--- config.mk ---
export PLATFORM = sky130hd
export DESIGN_NAME = lic_concentrator
export DESIGN_NICKNAME = d
export VERILOG_FILES = /design/src/rtl/lic_pkg.sv /design/src/rtl/lic_cfg_regs.sv /design/src/rtl/lic_status.sv /design/src/rtl/lic_group_or.sv /design/src/rtl/lic_concentrator.sv
export SDC_FILE = /design/constraint.sdc
export NUM_CORES = 1
export LEC_CHECK = 0
export BUFFER_PORTS_ARGS = -buffer_cell sky130_fd_sc_hd__buf_2
export CAP_MARGIN = 40
export CORE_MARGIN = 4
export CORE_UTILIZATION = 45
export DETAILED_ROUTE_END_ITERATION = 12
export HOLD_SLACK_MARGIN = 0.06
export SYNTH_ARGS = -nofsm -noshare
export SYNTH_HDL_FRONTEND = slang
export SYNTH_SLANG_ARGS = --single-unit
--- constraint.sdc ---
create_clock -name clk -period 2.82 [get_ports clk]
set_clock_uncertainty 0.1 [all_clocks]
set_input_delay 0.564 -clock clk [delete_from_list [all_inputs] [get_ports clk]]
set_output_delay 0.564 -clock clk [all_outputs]
set_load 0.03 [all_outputs]
--- src/rtl/lic_pkg.sv ---
package lic_pkg;
  typedef enum logic [1:0] {
    SEL_MODE = 2'd0,
    SEL_EN   = 2'd1,
    SEL_STAT = 2'd2,
    SEL_NONE = 2'd3
  } lic_sel_e;
endpackage

--- src/rtl/lic_cfg_regs.sv ---
module lic_cfg_regs #(
  parameter int N_SRC  = 64,
  parameter int DW     = 32,
  parameter int WORD_W = 1
) (
  input  logic              clk,
  input  logic              rst,
  input  logic              wr_mode,
  input  logic              wr_en,
  input  logic [WORD_W-1:0] word_idx,
  input  logic [DW-1:0]     wdata,
  output logic [N_SRC-1:0]  mode_q,
  output logic [N_SRC-1:0]  en_q
);
  localparam int N_WORD = N_SRC / DW;

  for (genvar w = 0; w < N_WORD; w++) begin : g_word
    always_ff @(posedge clk) begin
      if (rst) begin
        mode_q[w*DW +: DW] <= '0;
        en_q[w*DW +: DW]   <= '0;
      end else begin
        if (wr_mode && word_idx == WORD_W'(w)) mode_q[w*DW +: DW] <= wdata;
        if (wr_en && word_idx == WORD_W'(w))   en_q[w*DW +: DW]   <= wdata;
      end
    end
  end
endmodule

--- src/rtl/lic_status.sv ---
module lic_status #(
  parameter int N_SRC = 64
) (
  input  logic             clk,
  input  logic             rst,
  input  logic [N_SRC-1:0] src,
  input  logic [N_SRC-1:0] mode,
  input  logic [N_SRC-1:0] clr_mask,
  output logic [N_SRC-1:0] stat_q
);
  logic [N_SRC-1:0] src_q;
  logic [N_SRC-1:0] rise;
  logic [N_SRC-1:0] stat_d;

  always_comb begin
    rise   = src & ~src_q;
    // pulse bits: sticky, clear loses against a fresh edge; level bits: follow input
    stat_d = (mode & ((stat_q & ~clr_mask) | rise)) | (~mode & src);
  end

  always_ff @(posedge clk) begin
    if (rst) begin
      src_q  <= '0;
      stat_q <= '0;
    end else begin
      src_q  <= src;
      stat_q <= stat_d;
    end
  end
endmodule

--- src/rtl/lic_group_or.sv ---
module lic_group_or #(
  parameter int N_SRC  = 64,
  parameter int GRP_SZ = 16
) (
  input  logic                     clk,
  input  logic                     rst,
  input  logic [N_SRC-1:0]         stat,
  input  logic [N_SRC-1:0]         en,
  output logic [N_SRC/GRP_SZ-1:0]  irq_q
);
  localparam int N_GRP = N_SRC / GRP_SZ;

  for (genvar g = 0; g < N_GRP; g++) begin : g_grp
    always_ff @(posedge clk) begin
      if (rst) irq_q[g] <= 1'b0;
      else     irq_q[g] <= |(stat[g*GRP_SZ +: GRP_SZ] & en[g*GRP_SZ +: GRP_SZ]);
    end
  end
endmodule

--- src/rtl/lic_concentrator.sv ---
module lic_concentrator #(
  parameter int N_SRC  = 64,
  parameter int GRP_SZ = 16,
  parameter int DW     = 32,
  localparam int N_GRP  = N_SRC / GRP_SZ,
  localparam int N_WORD = N_SRC / DW,
  localparam int WORD_W = (N_WORD > 1) ? $clog2(N_WORD) : 1,
  localparam int ADDR_W = 2 + WORD_W
) (
  input  logic              clk,
  input  logic              rst,
  input  logic [N_SRC-1:0]  src,
  input  logic [ADDR_W-1:0] reg_addr,
  input  logic              reg_wr,
  input  logic [DW-1:0]     reg_wdata,
  input  logic              reg_rd,
  output logic [DW-1:0]     reg_rdata,
  output logic [N_GRP-1:0]  irq_out
);
  import lic_pkg::*;

  lic_sel_e          sel;
  logic [WORD_W-1:0] word_idx;
  logic [N_SRC-1:0]  mode_q;
  logic [N_SRC-1:0]  en_q;
  logic [N_SRC-1:0]  stat_q;
  logic [N_SRC-1:0]  clr_mask;
  logic [DW-1:0]     rd_word;

  assign sel      = lic_sel_e'(reg_addr[ADDR_W-1 -: 2]);
  assign word_idx = reg_addr[WORD_W-1:0];

  for (genvar w = 0; w < N_WORD; w++) begin : g_clr
    assign clr_mask[w*DW +: DW] =
      (reg_wr && sel == SEL_STAT && word_idx == WORD_W'(w)) ? reg_wdata : '0;
  end

  lic_cfg_regs #(.N_SRC(N_SRC), .DW(DW), .WORD_W(WORD_W)) i_cfg (
    .clk      (clk),
    .rst      (rst),
    .wr_mode  (reg_wr && sel == SEL_MODE),
    .wr_en    (reg_wr && sel == SEL_EN),
    .word_idx (word_idx),
    .wdata    (reg_wdata),
    .mode_q   (mode_q),
    .en_q     (en_q)
  );

  lic_status #(.N_SRC(N_SRC)) i_stat (
    .clk      (clk),
    .rst      (rst),
    .src      (src),
    .mode     (mode_q),
    .clr_mask (clr_mask),
    .stat_q   (stat_q)
  );

  lic_group_or #(.N_SRC(N_SRC), .GRP_SZ(GRP_SZ)) i_grp (
    .clk   (clk),
    .rst   (rst),
    .stat  (stat_q),
    .en    (en_q),
    .irq_q (irq_out)
  );

  always_comb begin
    rd_word = '0;
    for (int w = 0; w < N_WORD; w++) begin
      if (word_idx == WORD_W'(w)) begin
        case (sel)
          SEL_MODE: rd_word = mode_q[w*DW +: DW];
          SEL_EN:   rd_word = en_q[w*DW +: DW];
          SEL_STAT: rd_word = stat_q[w*DW +: DW];
          default:  rd_word = '0;
        endcase
      end
    end
  end

  always_ff @(posedge clk) begin
    if (rst)         reg_rdata <= '0;
    else if (reg_rd) reg_rdata <= rd_word;
  end
endmodule

==> results by group <==
STA
  • Max Slew Vio Count: 0
  • Final setup fails: 0
  • Crit path time final: 1.86 ns
  • Worst-margin pin slew: 0.802 ns
  • Setup TNS Final: 0 ns
  • Final worst slack: 0.962 ns
  • Final period util: 65.9%
  • Fmax: 538 MHz
  • Final Hold Fails: 0
  • RSZ-0062 raised after global routing: false
  • Worst rel slew slack: 46.5%

Worst setup path
  • Largest stage delay on the critical path: 0.39 ns
  • Cell Chain, Critical Path: buf_2
  • Critical path endpoint category: output port
  • Crit path max-delay cell type: dfxtp_1
  • CP Max Fanout: 2
  • CP Data Arrival Time: 1.19 ns
  • Number of buffers and inverters on the critical path: 1
  • CP Data Required Time: 2.16 ns
  • CP Launch Type: register
  • Crit path max-delay family: flip-flops
  • CP Class: register to output port

Synthesis
  • Count of unique library cells instantiated by Yosys: 24
  • Primary FF master, synth: dfxtp_1
  • Top-count cell post-synth: nand2_1
  • Seq cells post-synth: 292
  • Synth Net Count: 1542
  • Commonest cells in the synthesized netlist: nand2_1 (451), dfxtp_1 (292), a211oi_1 (128), a21oi_1 (128), nor2b_1 (67)
  • Mapped Cells: 1439
  • Post-synth EDFFs: 0
  • Async SR Flop Fraction: 0%
  • Synthesized area per cell: 8.43 um^2
  • Area contributors post-synth: dfxtp_1 (48%), nand2_1 (14%), a211oi_1 (7.9%)
  • Syn. warnings: 0
  • Area leader, netlist: dfxtp_1
  • Sequential element share of the synthesized area: 48.2%
  • Mapped Area: 12100 um^2
  • Yosys top cell area share: 48.2%

Global route
  • Vias in the first global route: 10200
  • Met3 Usage GRT: 3.13%
  • GRT overflow: 0
  • Pin count of the biggest net entering global routing: 61
  • Global-route usage over all layers: 24.5%
  • Grt met1 use: 32.0%
  • First-pass GRT wire length: 57600 um
  • Number of antenna violations at the first check in global routing: 0
  • Grt peak-use layer: met2
  • Met2 Use GR: 42.6%

CTS
  • CTS max path bufs: 3
  • Clock sinks: 292
  • Post-CTS setup buffers: 0
  • Clk Latency, worst-skew pair: 0.56 ns
  • CTS buffer count: 31
  • Clk slew on worst S/H paths: 0.06 ns
  • CTS tree: yes
  • Clock Tree Root: clkbuf_16
  • Hold-fix buffers, CTS: 0
  • PostCTS Resize Cnt: 0
  • CTS H-tree depth: 1

Drt
  • TritonRoute pass-1 iters: 5
  • # DRC: 0
  • Via density: 5.54
  • Final WL: 36800 um
  • Via count: 10600
  • Antenna violation net count after detailed routing: 0
  • Initial DRC Count: 792
  • DR WL/cell: 19.3 um

Floorplan
  • Die width: 172 um
  • Die ar.: 29600 um^2
  • Die height: 172 um
  • Initial Util: 46.2%
  • CORE AREA: 26300 um^2
  • IO Pins: 139
  • Row count: 59

Power and ir drop
  • P_leak: 0.00566 uW
  • Clk network pwr share: 46.5%
  • VDD IR max: 468 uV
  • Switching share of power: 23.6%
  • Combinational share of power: 8.0%
  • Pwr dens: 676 nW/um^2
  • P_sw: 2280 uW
  • Internal: 7390 uW
  • Sequential power share: 45.6%
  • Total power: 9670 uW

Final layout
  • Filler cells: 2473
  • Nets: 1653
  • ANT cells: 0
  • Finished layout cell area: 14300 um^2
  • Synth-to-Final Area Change: 17.9%
  • Cell Count, Final, Fillers Out: 1910
  • Share of cells above drive strength 1: 15.0%

Placement
  • Dpl hpwl: 24700 um
  • Pre-CTS setup slack: 0.471 ns
  • Post-DP Area: 13100 um^2
  • Cells after DPL: 1852
  • Final Wtd Congestion: 0.801
  • Port-buffer cells: 138

Job
  • Max Cap Violations: 0

Outcome
  • Outcome: completed

Worst hold path
  • HP Class: input port to register
## power groups by stage
stage | clock [uW] | combinational (uW) | sequential (uW)
3_5_place_dp | 0 | 768 | 4500
6_report | 4490 | 769 | 4410
5_1_grt | 4750 | 838 | 4420
4_1_cts | 4570 | 771 | 4410
2_1_floorplan | 0 | 428 | 4500
3_3_place_gp | 0 | 761 | 4500
## stage by stage
step / hold slack (ns) / util [%]
floorplan: 0.348 / -
global placement: 0.352 / 50.0
detailed placement: 0.358 / 50.0
CTS: 0.148 / 54.4
global route: 0.156 / 54.4
finish: 0.165 / 54.4
## routing by layer
layer  vias up  routed length (um)
met5         -                   0
li1       5192                   -
met1      5042               16000
met4         0                1060
met2       279               18000
met3        67                1760
## placed cells by master (no fill, tap or decap), types with 3 or more instances in the layout
cell	count
a31oi_1	4
nor2_1	33
and3_1	5
buf_4	30
o211ai_1	32
a22o_1	12
a21o_1	64
clkbuf_8	10
nor2_2	3
buf_12	6
dfxtp_1	292
nand2_1	451
clkbuf_16	31
a22oi_1	8
clkinv_2	7
nor2b_1	66
buf_2	136
mux2i_1	64
a221oi_1	12
a211oi_1	128
nand2b_1	35
a21oi_1	128
bufinv_16	6
## layout make-up
type                       count  area (um^2)  share of cell area, %
sequential                   292         5850                   40.9
multi-input combinational   1052         5840                   40.8
timing repair buffer         173         1040                   7.28
clock buffer                  43          921                   6.44
tap                          335          419                   2.93
clock inverter                15          231                   1.62
## final timing paths
check	endpoint	startpoint	cells past startpoint	slack, ns
max	reg_rdata[31]	reg_rdata[31]$_SDFFE_PP0P_	1	0.96
min	i_stat.src_q[12]$_SDFF_PP0_	src[12]	2	0.16
max reg2reg	i_grp.irq_q[3]$_SDFF_PP0_	i_stat.stat_q[53]$_SDFF_PP0_	4	1.23
min reg2reg	i_stat.stat_q[9]$_SDFF_PP0_	i_stat.src_q[9]$_SDFF_PP0_	2	0.37
## logic make-up after synthesis
| group | synth area share (%) |
|---|---|
| AO/OA/AOI/OAI | 21.7 |
| buffers and inverters | 3.91 |
| flip-flops | 48.2 |
| multiplexers | 5.28 |
| AND/OR/NAND/NOR | 20.9 |
## sequential cells by signal (all words and copies together) (netlist names)
signal	cells
reg_rdata	32
i_grp.irq_q	4
i_stat.stat_q	64
i_cfg.en_q	64
i_cfg.mode_q	64
i_stat.src_q	64
No activity file was read; power rests on OpenSTA's default activity.
